==> src/rtl/smb_idx_target.sv <==
module smb_idx_target #(
  parameter logic [6:0] DEV_ADDR = 7'h69,
  parameter int         NREGS    = 32,
  parameter int         LEN_SLOT = 8
) (
  input  logic clk,
  input  logic rst_n,
  input  logic scl_i,
  input  logic sda_i,
  output logic sda_oe
);

  localparam int IW = $clog2(NREGS);

  typedef enum logic [2:0] {ST_IDLE, ST_ADDR, ST_IDX, ST_CNT, ST_WR, ST_RD, ST_IGN} st_t;

  logic [1:0]    scl_q, sda_q;
  logic          scl_d, sda_d;
  st_t           st;
  logic [2:0]    bitcnt;
  logic [7:0]    sh;
  logic          full, in_ack, rw, host_nak;
  logic [IW-1:0] idx;
  logic [7:0]    rem;
  logic [7:0]    regs [NREGS];

  wire scl_s     = scl_q[1];
  wire sda_s     = sda_q[1];
  wire scl_rise  = scl_s & ~scl_d;
  wire scl_fall  = ~scl_s & scl_d;
  wire bus_start = scl_s & scl_d & sda_d & ~sda_s;
  wire bus_stop  = scl_s & scl_d & ~sda_d & sda_s;
  wire addr_hit  = (sh[7:1] == DEV_ADDR);

  always_ff @(posedge clk or negedge rst_n) begin
    if (!rst_n) begin
      scl_q <= 2'b11;
      sda_q <= 2'b11;
      scl_d <= 1'b1;
      sda_d <= 1'b1;
    end else begin
      scl_q <= {scl_q[0], scl_i};
      sda_q <= {sda_q[0], sda_i};
      scl_d <= scl_s;
      sda_d <= sda_s;
    end
  end

  always_ff @(posedge clk or negedge rst_n) begin
    if (!rst_n) begin
      st       <= ST_IDLE;
      bitcnt   <= 3'd0;
      sh       <= 8'd0;
      full     <= 1'b0;
      in_ack   <= 1'b0;
      rw       <= 1'b0;
      host_nak <= 1'b0;
      idx      <= '0;
      rem      <= 8'd0;
      sda_oe   <= 1'b0;
      for (int i = 0; i < NREGS; i++) regs[i] <= 8'd0;
    end else if (bus_start || bus_stop) begin
      st     <= bus_start ? ST_ADDR : ST_IDLE;
      bitcnt <= 3'd0;
      full   <= 1'b0;
      in_ack <= 1'b0;
      sda_oe <= 1'b0;
    end else begin
      case (st)
        ST_IDLE, ST_IGN: ;
        ST_RD: begin
          if (scl_rise && in_ack) host_nak <= sda_s;
          if (scl_fall) begin
            if (in_ack) begin
              in_ack <= 1'b0;
              if (host_nak) begin
                st     <= ST_IGN;
                sda_oe <= 1'b0;
              end else begin
                sh     <= regs[idx];
                sda_oe <= ~regs[idx][7];
                idx    <= idx + 1'b1;
                bitcnt <= 3'd0;
              end
            end else if (bitcnt == 3'd7) begin
              sda_oe <= 1'b0;
              in_ack <= 1'b1;
            end else begin
              sh     <= {sh[6:0], 1'b0};
              sda_oe <= ~sh[6];
              bitcnt <= bitcnt + 3'd1;
            end
          end
        end
        default: begin
          if (scl_rise && !in_ack) begin
            sh     <= {sh[6:0], sda_s};
            bitcnt <= bitcnt + 3'd1;
            if (bitcnt == 3'd7) full <= 1'b1;
          end else if (scl_fall && full) begin
            full   <= 1'b0;
            in_ack <= 1'b1;
            case (st)
              ST_ADDR: begin
                if (addr_hit) begin
                  sda_oe <= 1'b1;
                  rw     <= sh[0];
                end else begin
                  st <= ST_IGN;
                end
              end
              ST_IDX: begin
                idx    <= sh[IW-1:0];
                sda_oe <= 1'b1;
              end
              ST_CNT: begin
                rem    <= sh;
                sda_oe <= 1'b1;
              end
              default: begin
                if (rem != 8'd0) begin
                  regs[idx] <= sh;
                  idx       <= idx + 1'b1;
                  rem       <= rem - 8'd1;
                  sda_oe    <= 1'b1;
                end else begin
                  st <= ST_IGN;
                end
              end
            endcase
          end else if (scl_fall && in_ack) begin
            in_ack <= 1'b0;
            sda_oe <= 1'b0;
            bitcnt <= 3'd0;
            case (st)
              ST_ADDR: begin
                if (rw) begin
                  st     <= ST_RD;
                  sh     <= regs[LEN_SLOT];
                  sda_oe <= ~regs[LEN_SLOT][7];
                end else begin
                  st <= ST_IDX;
                end
              end
              ST_IDX:  st <= ST_CNT;
              ST_CNT:  st <= ST_WR;
              default: st <= ST_WR;
            endcase
          end
        end
      endcase
    end
  end

  a_r8_drive_moves_scl_low: assert property (@(posedge clk) disable iff (!rst_n)
    !$stable(sda_oe) |-> !$past(scl_s));

  a_r6_ignore_is_silent: assert property (@(posedge clk) disable iff (!rst_n)
    (st == ST_IGN) |-> !sda_oe);

  a_r5_index_steps_by_one: assert property (@(posedge clk) disable iff (!rst_n)
    (st == ST_WR && $past(st) == ST_WR && idx != $past(idx)) |-> idx == IW'($past(idx) + 1'b1));

  a_r3_count_never_grows: assert property (@(posedge clk) disable iff (!rst_n)
    (st == ST_WR && $past(st) == ST_WR) |-> rem <= $past(rem));

  a_r7_start_restarts: assert property (@(posedge clk) disable iff (!rst_n)
    $past(bus_start) |-> (st == ST_ADDR && !sda_oe));

endmodule

==> config.mk <==
export PLATFORM = sky130hd
export DESIGN_NAME = smb_idx_target
export DESIGN_NICKNAME = d
export VERILOG_FILES = /design/src/rtl/smb_idx_target.sv
export SDC_FILE = /design/constraint.sdc
export NUM_CORES = 1
export LEC_CHECK = 0
export ABC_AREA = 1
export BUFFER_PORTS_ARGS = -buffer_cell sky130_fd_sc_hd__buf_2
export CAP_MARGIN = 40
export CORE_ASPECT_RATIO = 1.5
export CORE_MARGIN = 8
export CORE_UTILIZATION = 69
export CTS_CLUSTER_DIAMETER = 40
export DETAILED_ROUTE_END_ITERATION = 8
export GPL_ROUTABILITY_DRIVEN = 1
export PLACE_DENSITY = 0.86
export SLEW_MARGIN = 20
export SYNTH_ARGS = -nofsm -noshare
export SYNTH_HDL_FRONTEND = slang
export SYNTH_SLANG_ARGS = --single-unit
==> constraint.sdc <==
create_clock -name clk -period 6.2 [get_ports clk]
set_input_delay 0.93 -clock clk [delete_from_list [all_inputs] [get_ports clk]]
set_output_delay 0.93 -clock clk [all_outputs]
set_load 0.02 [all_outputs]
==> results of run 1 <==
==> per-layer routing <==
layer	track usage (%)	part of all wire, %	vias to the layer above
met5	0	0	-
met4	17.6	5.3	0
met1	37.3	38	5911
met2	50.3	49	604
li1	-	-	5805
met3	2.88	7.3	145
==> worst reg2reg max path: stages (launching register included) <==
cell	delay [ns]
dfrtp_4	0.85
buf_4	0.73
ha_1	0.36
inv_1	0.11
nor2_4	0.29
nand2_1	0.36
nand2_1	0.18
o21ai_0	0.14
==> through the flow <==
stage          utilization, %  instances  setup WS (ns)  hold WS (ns)
6_report                 75.1       2063           2.99         0.358
2_1_floorplan               -       1826           4.13         0.345
3_3_place_gp             69.3       2002           3.18         0.346
3_5_place_dp             69.5       2004           3.12         0.347
4_1_cts                  74.8       2060           3.09         0.362
5_1_grt                  75.1       2063           2.85         0.362
==> cells in the final DEF, fill, tap and decap left out, types with 3 or more instances in the layout <==
| cell type | synthesis | layout |
|---|---|---|
| nand3_1 | 52 | 52 |
| buf_16 | 0 | 3 |
| ha_1 | 7 | 7 |
| dfstp_2 | 6 | 6 |
| nand4_1 | 4 | 4 |
| o21ai_1 | 5 | 5 |
| dfrtp_1 | 288 | 286 |
| nor3_1 | 8 | 8 |
| clkinv_2 | 0 | 7 |
| buf_2 | 15 | 3 |
| nor2_1 | 216 | 216 |
| inv_6 | 0 | 3 |
| inv_1 | 93 | 93 |
| buf_4 | 0 | 23 |
| o211ai_1 | 10 | 10 |
| clkinv_4 | 0 | 3 |
| o22ai_1 | 9 | 9 |
| o21ai_0 | 406 | 406 |
| nor2_4 | 5 | 5 |
| xor2_1 | 4 | 4 |
| nand2_1 | 548 | 548 |
| bufinv_16 | 0 | 5 |
| clkbuf_16 | 0 | 31 |
| a21oi_1 | 39 | 39 |
==> logic make-up after synthesis <==
group / Yosys count / share of synthesized area, %
compound gates: 472 / 16.9
xor+xnor: 4 / 0.246
fa+ha+maj: 7 / 0.615
buf+inv: 210 / 7.30
flops: 294 / 51.7
mux: 1 / 0.0703
simple gates: 838 / 23.1
==> power by group <==
| group | switching [mW] | internal [mW] |
|---|---|---|
| logic | 0.851 | 0.241 |
| clock network | 0.808 | 1.16 |
| registers | 0.0845 | 1.98 |
| total | 1.74 | 3.38 |
==> cell type report <==
type / instances / area [µm²] / share of cell area [%]
Clock buffer: 35 / 811 / 5.31
Timing Repair Buffer: 31 / 305 / 2.00
Inverter: 96 / 362 / 2.37
Multi-Input combinational cell: 1322 / 5830 / 38.2
Sequential cell: 294 / 7370 / 48.2
Clock inverter: 21 / 270 / 1.77
Tap cell: 264 / 330 / 2.16
==> flip-flops by register name, indices dropped and copies added, names as in the netlist <==
register and flops:
scl_q 2, st 3, host_nak 1, sda_q 2, rw 1, scl_d 1, bitcnt 3, sda_oe 1
sda_d 1, full 1, rem 8, regs 256, in_ack 1, sh 8, idx 5
==> worst paths after layout <==
kind	depth (start not counted)	slack [ns]	end	from
max	7	2.99	regs[167]$_DFFE_PN0P_	idx[0]$_DFFE_PN0P_
min	0	0.36	scl_q[1]$_DFF_PN1_	scl_q[0]$_DFF_PN1_
max reg2reg	7	2.99	regs[167]$_DFFE_PN0P_	idx[0]$_DFFE_PN0P_
min reg2reg	0	0.36	scl_q[1]$_DFF_PN1_	scl_q[0]$_DFF_PN1_
max in group asynchronous	2	4.49	regs[116]$_DFFE_PN0P_	rst_n
min in group asynchronous	1	0.40	regs[147]$_DFFE_PN0P_	rst_n
==> metrics.md, run 1 <==
| Metric | Value |
|---|---|
| Status | `complete, no violations` |
| Async S/R FF share, synth | `100%` |
| Setup crit end kind | `flop` |
| Area contributors post-synth | `dfrtp_1 51%, nand2_1 14%, o21ai_0 14%` |
| CP top delay family | `flip-flops` |
| CP Launch Type | `flop` |
| H-Tree Depth | `1` |
| Top FF cell, synth | `dfrtp_1` |
| Finished Cell Area | `15,300 µm²` |
| Pin count of the biggest net entering global routing | `98` |
| Fillers | `1,475` |
| Synth Area per Inst | `7.80 µm²` |
| Post-CTS Hold Buffers | `0` |
| Final setup vio count | `0` |
| Vias/cell | `6.04` |
| Port bufs | `4` |
| Max cap viols | `0` |
| Initial DRC count | `1,566` |
| DRC Markers | `0` |
| Highest achievable clock rate | `312 MHz` |
| Vias in the first global route | `12,000` |
| Yosys warning count | `0` |
| Worst endpoint required time | `6.58 ns` |
| Row cnt | `64` |
| HPWL after detailed placement | `22,700 µm` |
| Pre-antenna DRT Iters | `5` |
| Slowest cell delay on critical path | `0.85 ns` |
| Post-synth EDFFs | `0` |
| Post-synth top cells | `548 x nand2_1, 406 x o21ai_0, 288 x dfrtp_1` |
| Crit Path Max Fanout | `71` |
| Top-count cell post-synth | `nand2_1` |
| Post-DP Area | `14,100 µm²` |
| Register area share after synthesis | `51.7%` |
| Horiz. Die Dim | `133 µm` |
| Top-level I/O count | `5` |
| DR vias | `12,500` |
| Num CTS Buffers | `30` |
| FF+latch count, synth | `294` |
| Total core area | `20,300 µm²` |
| Layout cell share with drive strength beyond 1 | `5.89%` |
| CTS resizes | `0` |
| Post-layout min period | `3.21 ns` |
| Starting Density | `70.0%` |
| Post-Route Setup TNS | `0 ns` |
| Clk_lat worst skew | `0.56 ns` |
| Type of the most critical hold path | `reg2reg` |
| Initial antenna violation count | `0` |
| Post-synthesis instance total | `1,826` |
| Mapped Nets | `1,837` |
| PnR Total Power | `5.12 mW` |
| Final WL | `38,100 µm` |
| RSZ-0062 raised after global routing | `no` |
| Die ar. | `25,600 µm²` |
| Total congestion overflow | `0` |
| Post-CTS Setup Bufs | `0` |
| GRT Total Usage | `30.0%` |
| Drt wl/cell | `18.5 µm` |
| First-pass GRT wire length | `61,900 µm` |
| Clock transition at path regs | `0.07 ns` |
| Critical path type | `reg2reg` |
| Worst Path Buf+Inv | `2` |
| Static Leak | `7.28 nW` |
| Worst VDD drop | `0.238 mV` |
| Max-slew headroom | `47.5%` |
| Data arrival time of the worst path | `3.58 ns` |
| Routability Congestion | `0.956` |
| Pins Over Slew Limit | `0` |
| Clock sinks | `294` |
| Antenna cells | `0` |
| CTS tree | `built` |
| Synthesized area | `14,200 µm²` |
| Most used cell, CP | `nand2_1` |
| Power per cell area | `335 nW/µm²` |
| Area growth syn-to-layout | `7.33%` |
| Cell variety after synth | `29` |
| Clock Skews | `0.0166 ns` |
| Fin nets | `1,786` |
| Cell accounting for the most synthesized area | `dfrtp_1` |
| Longest Clk Path Bufs | `3` |
| Crit-path cells | `buf_4, ha_1, inv_1, nor2_4, nand2_1, nand2_1, o21ai_0` |
| Crit path max-delay cell type | `dfrtp_4` |
| Worst-margin pin slew | `0.787 ns` |
| Crit share post-route | `51.7%` |
| Clock root cell | `clkbuf_16` |
| Area share of the largest cell type after synthesis | `50.6%` |
| Die Ht | `192 µm` |
| Post-DRT Antenna Nets | `0` |
| Fin. Hold Viols | `0` |
No activity file was read; power rests on OpenSTA's default activity.
==> inputs of run 2 (changes only) <==
ABC_AREA = 0   (was 1)
CORE_UTILIZATION = 64   (was 69)
PLACE_DENSITY = 0.8   (was 0.86)
clock period = 3.3 ns   (was 6.2 ns; I/O delays follow)
==> run 2 against run 1 <==
Effect of this change:
- clock power is 91% higher
- hold slack lost 0.32 ns
- first-iteration DRC count is 47% lower
- final cell count fell by 32%
- design area is 13% higher
- non-clock buffer count up 18
- combinational power down 43%
- via count is 27% lower
- utilization down 3.8 points
- clock skew grew 0.0039 ns
- die area grew 17%
- critical path depth up 2
==> metrics.md, run 2 <==
| Metric | Value |
|---|---|
| Pins Over Slew Limit | `0 (unchanged)` |
| Cell variety after synth | `66 (+130%)` |
| Data arrival time of the worst path | `3.20 ns (-0.38 ns)` |
| DRC Markers | `0 (unchanged)` |
| Die Ht | `208 µm (+8.1%)` |
| Post-Route Setup TNS | `0 ns (unchanged)` |
| Clock transition at path regs | `0.07 ns (about the same)` |
| Post-synthesis instance total | `1,047 (-43%)` |
| Final setup vio count | `0 (unchanged)` |
| Clock sinks | `294 (unchanged)` |
| Yosys warning count | `0 (unchanged)` |
| H-Tree Depth | `1 (unchanged)` |
| CP Launch Type | `flop` |
| HPWL after detailed placement | `23,400 µm (+3.1%)` |
| Post-DRT Antenna Nets | `0 (unchanged)` |
| Drt wl/cell | `25.5 µm (+38%)` |
| Top-count cell post-synth | `dfrtp_1` |
| Crit share post-route | `83.7% (+32 points)` |
| DR vias | `9,080 (-27%)` |
| Fin nets | `1,067 (-40%)` |
| Max cap viols | `0 (unchanged)` |
| Total core area | `24,300 µm² (+19%)` |
| Post-layout min period | `2.76 ns (-0.445 ns)` |
| Fin. Hold Viols | `0 (unchanged)` |
| Area contributors post-synth | `dfrtp_1 46%, mux2_4 25%, mux4_2 8.5%` |
| Leading cell type in the layout, fill and taps excluded | `dfrtp_1` |
| First-pass GRT wire length | `57,600 µm (-6.9%)` |
| Power per cell area | `468 nW/µm² (+40%)` |
| Synth Area per Inst | `15.0 µm² (+92%)` |
| Register with the most flip-flops | `regs` |
| Starting Density | `64.5% (-5.5 points)` |
| Total congestion overflow | `0 (unchanged)` |
| Area growth syn-to-layout | `10.5%` |
| Reg2Reg Setup Slack | `0.54 ns (-2.45 ns)` |
| Routability Congestion | `0.928 (-3.0%)` |
| Antenna cells | `0 (unchanged)` |
| Async S/R FF share, synth | `100% (unchanged)` |
| Die ar. | `29,800 µm² (+17%)` |
| Longest Clk Path Bufs | `3 (unchanged)` |
| Reg2reg start | `rem[0]$_DFFE_PN0P_` |
| Cell accounting for the most synthesized area | `dfrtp_1` |
| Initial antenna violation count | `0 (unchanged)` |
| Met3 Use GR | `2.99% (+0.11 points)` |
| Most frequent cells in the layout | `286 x dfrtp_1, 256 x mux2_4, 59 x mux4_2` |
| GR Util met2 | `40.2% (-10 points)` |
| Largest regs | `regs (256), rem (8), sh (8)` |
| Top FF cell, synth | `dfrtp_1` |
| Horiz. Die Dim | `144 µm (+7.8%)` |
| Worst endpoint required time | `3.73 ns (-2.85 ns)` |
| Top-level I/O count | `5 (unchanged)` |
| Status | `complete, no violations` |
| Min-delay src | `scl_i` |
| Post-synth top cells | `288 x dfrtp_1, 256 x mux2_4, 59 x mux4_2` |
| Pin count of the biggest net entering global routing | `97 (-1.0%)` |
| CTS tree | `built` |
| Vias in the first global route | `9,534 (-21%)` |
| Layout cell share with drive strength beyond 1 | `44.3% (+38 points)` |
| Worst VDD drop | `0.471 mV (+98%)` |
| Clock root cell | `clkbuf_16` |
| Routing usage on met1 | `32.6% (-4.7 points)` |
| Port bufs | `4 (unchanged)` |
| Worst-case reg-to-reg path depth | `9 (+2)` |
| Mapped Nets | `1,058 (-42%)` |
| Type of the most critical hold path | `in2reg` |
| Clk_lat worst skew | `0.56 ns (about the same)` |
| RR Endpoint | `regs[4]$_DFFE_PN0P_` |
| Hold path cells | `1 (+1)` |
| Register area share after synthesis | `47.0% (-4.7 points)` |
| Clock Skews | `0.0205 ns (+0.00391 ns)` |
| Worst-margin pin slew | `0.791 ns (+0.00380 ns)` |
| Critical path type | `reg2reg` |
| Area share of the largest cell type after synthesis | `46.0% (-4.6 points)` |
| Num CTS Buffers | `31 (+3.3%)` |
| Row cnt | `70 (+9.4%)` |
| Worst Hold Path EP | `scl_q[0]$_DFF_PN1_` |
| Post-synth EDFFs | `0 (unchanged)` |
| Crit Path Max Fanout | `8 (-89%)` |
| Static Leak | `8.41 nW (+16%)` |
| Vias/cell | `6.47 (+7.0%)` |
| RSZ-0062 raised after global routing | `no` |
| Highest achievable clock rate | `362 MHz (+16%)` |
| Pre-antenna DRT Iters | `6 (+1)` |
| Synthesized area | `15,700 µm² (+10%)` |
| Setup crit end kind | `flop` |
| Max-slew headroom | `47.3% (-0.25 points)` |
| GRT Total Usage | `24.9% (-5.1 points)` |
| GRT busiest layer | `met2` |
| FF+latch count, synth | `294 (unchanged)` |
| Max FFs per register | `256 (unchanged)` |
| Initial DRC count | `830 (-47%)` |
| Final WL | `35,800 µm (-6.0%)` |
| PnR Total Power | `8.10 mW (+58%)` |
run 2: changes by cell type after synthesis, moves of 11 or more:
cell     change
nor2_1     -180
inv_1       -84
buf_6       -29
nor2_8      +32
nor2b_1     +11
o21ai_0    -384
nand3_1     -42
a22oi_1     +16
mux4_2      +59
mux2i_1     +17
mux2_4     +256
nand2_1    -512
run 2: critical path: stages (launching register included):
cell     delay [ns]
dfrtp_1        0.39
inv_1          0.06
ha_1           0.22
or4b_1         0.25
nor4_4         0.07
nor4_4         0.55
buf_6          0.25
nand2_8        0.18
nor2_8         0.31
mux2_4         0.33
run 2: cell families (layout without fill, tap and decap cells):
kind of cell | count (synthesis) | after routing | share of synthesized area [%]
fa+ha+maj | 7 | 7 | 0.559
flops | 294 | 294 | 47.0
simple gates | 184 | 184 | 9.86
xor+xnor | 1 | 1 | 0.0559
compound gates | 136 | 136 | 5.51
mux | 341 | 341 | 34.8
buf+inv | 84 | 117 | 2.21
run 2: what timing repair did:
item | CTS | global route
hold endpoints to repair | 40 | 0
setup buffers | 0 | 0
endpoints found under the setup margin | 0 | 0
hold buffers | 1 | 0
gates resized for setup | 0 | 0
run 2: how the worst max path moves through the flow:
| stage | start | to | slack (ns) | depth (start not counted) |
|---|---|---|---|---|
| floorplan | rem[0]$_DFFE_PN0P_ | regs[32]$_DFFE_PN0P_ | 0.53 | 8 |
| global placement | rem[0]$_DFFE_PN0P_ | regs[145]$_DFFE_PN0P_ | 0.28 | 8 |
| detailed placement | idx[0]$_DFFE_PN0P_ | sh[6]$_DFFE_PN0P_ | 0.50 | 7 |
| CTS | idx[0]$_DFFE_PN0P_ | sh[6]$_DFFE_PN0P_ | 0.49 | 7 |
| global route | rem[0]$_DFFE_PN0P_ | idx[4]$_DFFE_PN0P_ | 0.35 | 9 |
| finish | rem[0]$_DFFE_PN0P_ | regs[4]$_DFFE_PN0P_ | 0.54 | 9 |
run 2: power by group:
part | switching [mW] | internal, mW | leakage, nW | total (mW)
combinational | 0.414 | 0.205 | 3.79 | 0.619
clock | 1.51 | 2.25 | 0.545 | 3.76
sequential | 0.0773 | 3.64 | 4.08 | 3.72
total | 2.00 | 6.10 | 8.41 | 8.10
run 2: through the flow:
step | hold slack, ns | util (%) | setup WS (ns) | area [µm²] | std cells
2_1_floorplan | 0.199 | - | 0.527 | 15700 | 1047
3_3_place_gp | 0.350 | 66.5 | 0.282 | 16100 | 1342
3_5_place_dp | 0.349 | 66.7 | 0.496 | 16200 | 1344
4_1_cts | 0.0189 | 71.3 | 0.495 | 17300 | 1402
5_1_grt | 0.0272 | 71.3 | 0.347 | 17300 | 1404
6_report | 0.0366 | 71.3 | 0.537 | 17300 | 1404
run 2: cell type report:
type | count | area, µm²
fillers | 1530 | 6960
well taps | 324 | 405
flip-flops and latches | 294 | 7370
clock inverters | 18 | 254
multi-input cells | 669 | 7950
repair buffers | 49 | 429
inverters | 11 | 41.3
clock buffers | 39 | 856
run 2: layer usage:
metal	wire length (µm)	up-vias
met3	1770	93
met4	1690	0
met2	17800	321
li1	-	3905
met1	14500	4761
met5	0	-
==> inputs of run 3 (changes only) <==
ABC_AREA = 1   (was 0)
CORE_UTILIZATION = 58   (was 64)
PLACE_DENSITY = 0.77   (was 0.8)
clock period = 2.5 ns   (was 3.3 ns; I/O delays follow)
==> run 3 against run 2 <==
Effect of this change:
- clock power is 18% higher
- global-route usage is 1.3 points higher
- critical path depth increased by 3
- flip-flop and latch count is the same
- critical endpoint is now regs[32]$_DFFE_PN0P_
- combinational power rose to 4.7 times the previous value
- maximum frequency increased by 14%
- die area is 0.31% higher
- power up 53%
- worst setup slack worse by 0.46 ns
- highest routed layer unchanged
- register-to-register slack lost 0.46 ns
==> metrics.md, run 3 (same netlist as run 1, synthesis figures left out) <==
| Metric | Value |
|---|---|
| Status | `complete, no violations` |
| Crit path max-delay cell type | `dfrtp_1` |
| Register with the most flip-flops | `regs` |
| Pre-antenna DRT Iters | `6 (unchanged)` |
| Worst VDD drop | `0.531 mV (+13%)` |
| Routability Congestion | `0.942 (+1.6%)` |
| Top-level I/O count | `5 (unchanged)` |
| Vias/cell | `5.72 (-12%)` |
| Worst Path Buf+Inv | `3 (+1)` |
| Post-layout min period | `2.42 ns (-0.339 ns)` |
| Post-DRT Antenna Nets | `0 (unchanged)` |
| Max cap viols | `0 (unchanged)` |
| HPWL after detailed placement | `24,300 µm (+3.5%)` |
| Initial antenna violation count | `0 (unchanged)` |
| Layout cell share with drive strength beyond 1 | `8.90% (-35 points)` |
| Worst Setup Slack, final | `0.0764 ns (-0.461 ns)` |
| Num CTS Buffers | `30 (-3.2%)` |
| Hold Worst Slack | `0.341 ns (+0.304 ns)` |
| Max-slew headroom | `52.9% (+5.6 points)` |
| Clock root cell | `clkbuf_16` |
| PnR Total Power | `12.4 mW (+53%)` |
| Leading cell type in the layout, fill and taps excluded | `nand2_1` |
| Fin nets | `1,841 (+73%)` |
| H-Tree Depth | `1 (unchanged)` |
| Crit-path cells | `inv_1, ha_1, nand3_1, nor2_1, nor3_1, buf_4, nand2_4, nor2_4, buf_12, nand2_1, nand2_1, o21ai_0` |
| Final WL | `37,900 µm (+5.9%)` |
| Area growth syn-to-layout | `11.0%` |
| Slowest cell delay on critical path | `0.34 ns (-0.21 ns)` |
| Total core area | `24,300 µm² (unchanged)` |
| Row cnt | `70 (unchanged)` |
| Critical path type | `reg2reg` |
| GRT Total Usage | `26.2% (+1.3 points)` |
| Die Ht | `208 µm (+0.16%)` |
| Fin. Hold Viols | `0 (unchanged)` |
| Setup crit end kind | `flop` |
| Starting Density | `58.7% (-5.8 points)` |
| Antenna cells | `0 (unchanged)` |
| Post-layout util | `65.2% (-6.2 points)` |
| Port bufs | `4 (unchanged)` |
| CP Launch Type | `flop` |
| Worst endpoint required time | `2.92 ns (-0.81 ns)` |
| Longest Clk Path Bufs | `3 (unchanged)` |
| Total congestion overflow | `0 (unchanged)` |
| Most used cell, CP | `nand2_1` |
| Crit share post-route | `96.9% (+13 points)` |
| Static Leak | `7.53 nW (-10%)` |
| Power per cell area | `783 nW/µm² (+67%)` |
| CP top delay family | `simple AND/OR/NAND/NOR gates` |
| Post-Route Setup TNS | `0 ns (unchanged)` |
| Data arrival time of the worst path | `2.84 ns (-0.36 ns)` |
| First-pass GRT wire length | `62,700 µm (+8.9%)` |
| Clock Skews | `0.0241 ns (+0.00359 ns)` |
| Clk_lat worst skew | `0.57 ns (about the same)` |
| DRC Markers | `0 (unchanged)` |
| Multi-input logic area | `5850 µm² (-26%)` |
| Initial DRC count | `1,338 (+61%)` |
| Pin count of the biggest net entering global routing | `69 (-29%)` |
| Drt wl/cell | `17.4 µm (-32%)` |
| Horiz. Die Dim | `144 µm (+0.15%)` |
| RSZ-0062 raised after global routing | `yes` |
| Final setup vio count | `0 (unchanged)` |
| Type of the most critical hold path | `in2async` |
| Clock sinks | `294 (unchanged)` |
| Clock transition at path regs | `0.06 ns (about the same)` |
| Pins Over Slew Limit | `0 (unchanged)` |
| Highest achievable clock rate | `413 MHz (+14%)` |
| Worst-margin pin slew | `0.706 ns (-0.0842 ns)` |
| Post-place setup slack | `-0.00943 ns (-0.505 ns)` |
| Die ar. | `29,900 µm² (+0.31%)` |
| Most frequent cells in the layout | `540 x nand2_1, 406 x o21ai_0, 286 x dfrtp_1` |
| Largest regs | `regs (256), rem (8), sh (8)` |
| Max FFs per register | `256 (unchanged)` |
| Crit Path Max Fanout | `16 (+8)` |
| DR vias | `12,500 (+37%)` |
| Fillers | `2,057 (+34%)` |
| Vias in the first global route | `12,200 (+28%)` |
| CTS tree | `built` |
| Register area | `7370 µm² (about the same)` |
-- run 3: cell count changes in the layout (fill, tap and decap cells not counted), sizes merged, moves of 59 or more --
cell | before | now
inv | 15 | 96
mux2 | 264 | 0
mux4 | 59 | 0
nand2 | 41 | 549
nor2 | 68 | 223
o21ai | 28 | 411
-- run 3: what timing repair did --
item,in CTS,in global routing
resized for setup,0,9
endpoints found under the hold margin,60,0
hold buffers,3,0
pin swaps,0,3
endpoints found under the setup margin,6,127
setup buffers,0,4
-- run 3: area by class of cell --
class | instances | share of cell area [%]
Sequential cell | 294 | 46.6
Multi-Input combinational cell | 1322 | 37.0
Clock buffer | 44 | 5.79
Timing Repair Buffer | 86 | 5.24
Tap cell | 324 | 2.56
Inverter | 96 | 2.29
Clock inverter | 12 | 0.483
-- run 3: worst register-to-register path, stage by stage (launching register included) --
cell	delay [ns]
dfrtp_1	0.34
inv_1	0.07
ha_1	0.22
nand3_1	0.17
nor2_1	0.13
nor3_1	0.26
buf_4	0.19
nand2_4	0.10
nor2_4	0.16
buf_12	0.14
nand2_1	0.26
nand2_1	0.16
o21ai_0	0.10
-- run 3: path summary, 6_finish.rpt --
path | start | end | slack [ns] | cells after the start
max | rem[0]$_DFFE_PN0P_ | regs[32]$_DFFE_PN0P_ | 0.08 | 12
min | rst_n | regs[236]$_DFFE_PN0P_ | 0.34 | 2
max reg2reg | rem[0]$_DFFE_PN0P_ | regs[32]$_DFFE_PN0P_ | 0.08 | 12
min in group clk | sda_q[0]$_DFF_PN1_ | sda_q[1]$_DFF_PN1_ | 0.36 | 0
min reg2reg | sda_q[0]$_DFF_PN1_ | sda_q[1]$_DFF_PN1_ | 0.36 | 0
max in group asynchronous | rst_n | scl_d$_DFF_PN1_ | 1.34 | 3
-- run 3: per-layer routing --
layer | up-vias | track usage [%] | wire length, µm
met5 | - | 0 | 0
met4 | 0 | 13.6 | 1650
met3 | 131 | 3.85 | 2680
met2 | 517 | 43.0 | 18700
met1 | 5891 | 32.7 | 14900
li1 | 5912 | - | -
-- run 3: stage by stage --
stage	cells	area [µm²]
after floorplan	1826	14200
after global placement	2115	14700
after detailed placement	2115	14700
after CTS	2174	15700
after global routing	2178	15800
final	2178	15800
-- run 3: where the power goes --
part	switching, mW	internal, mW	leakage, nW
combinational	2.15	0.733	2.98
sequential	0.162	4.91	4.06
clock	1.88	2.54	0.492
total	4.19	8.18	7.53
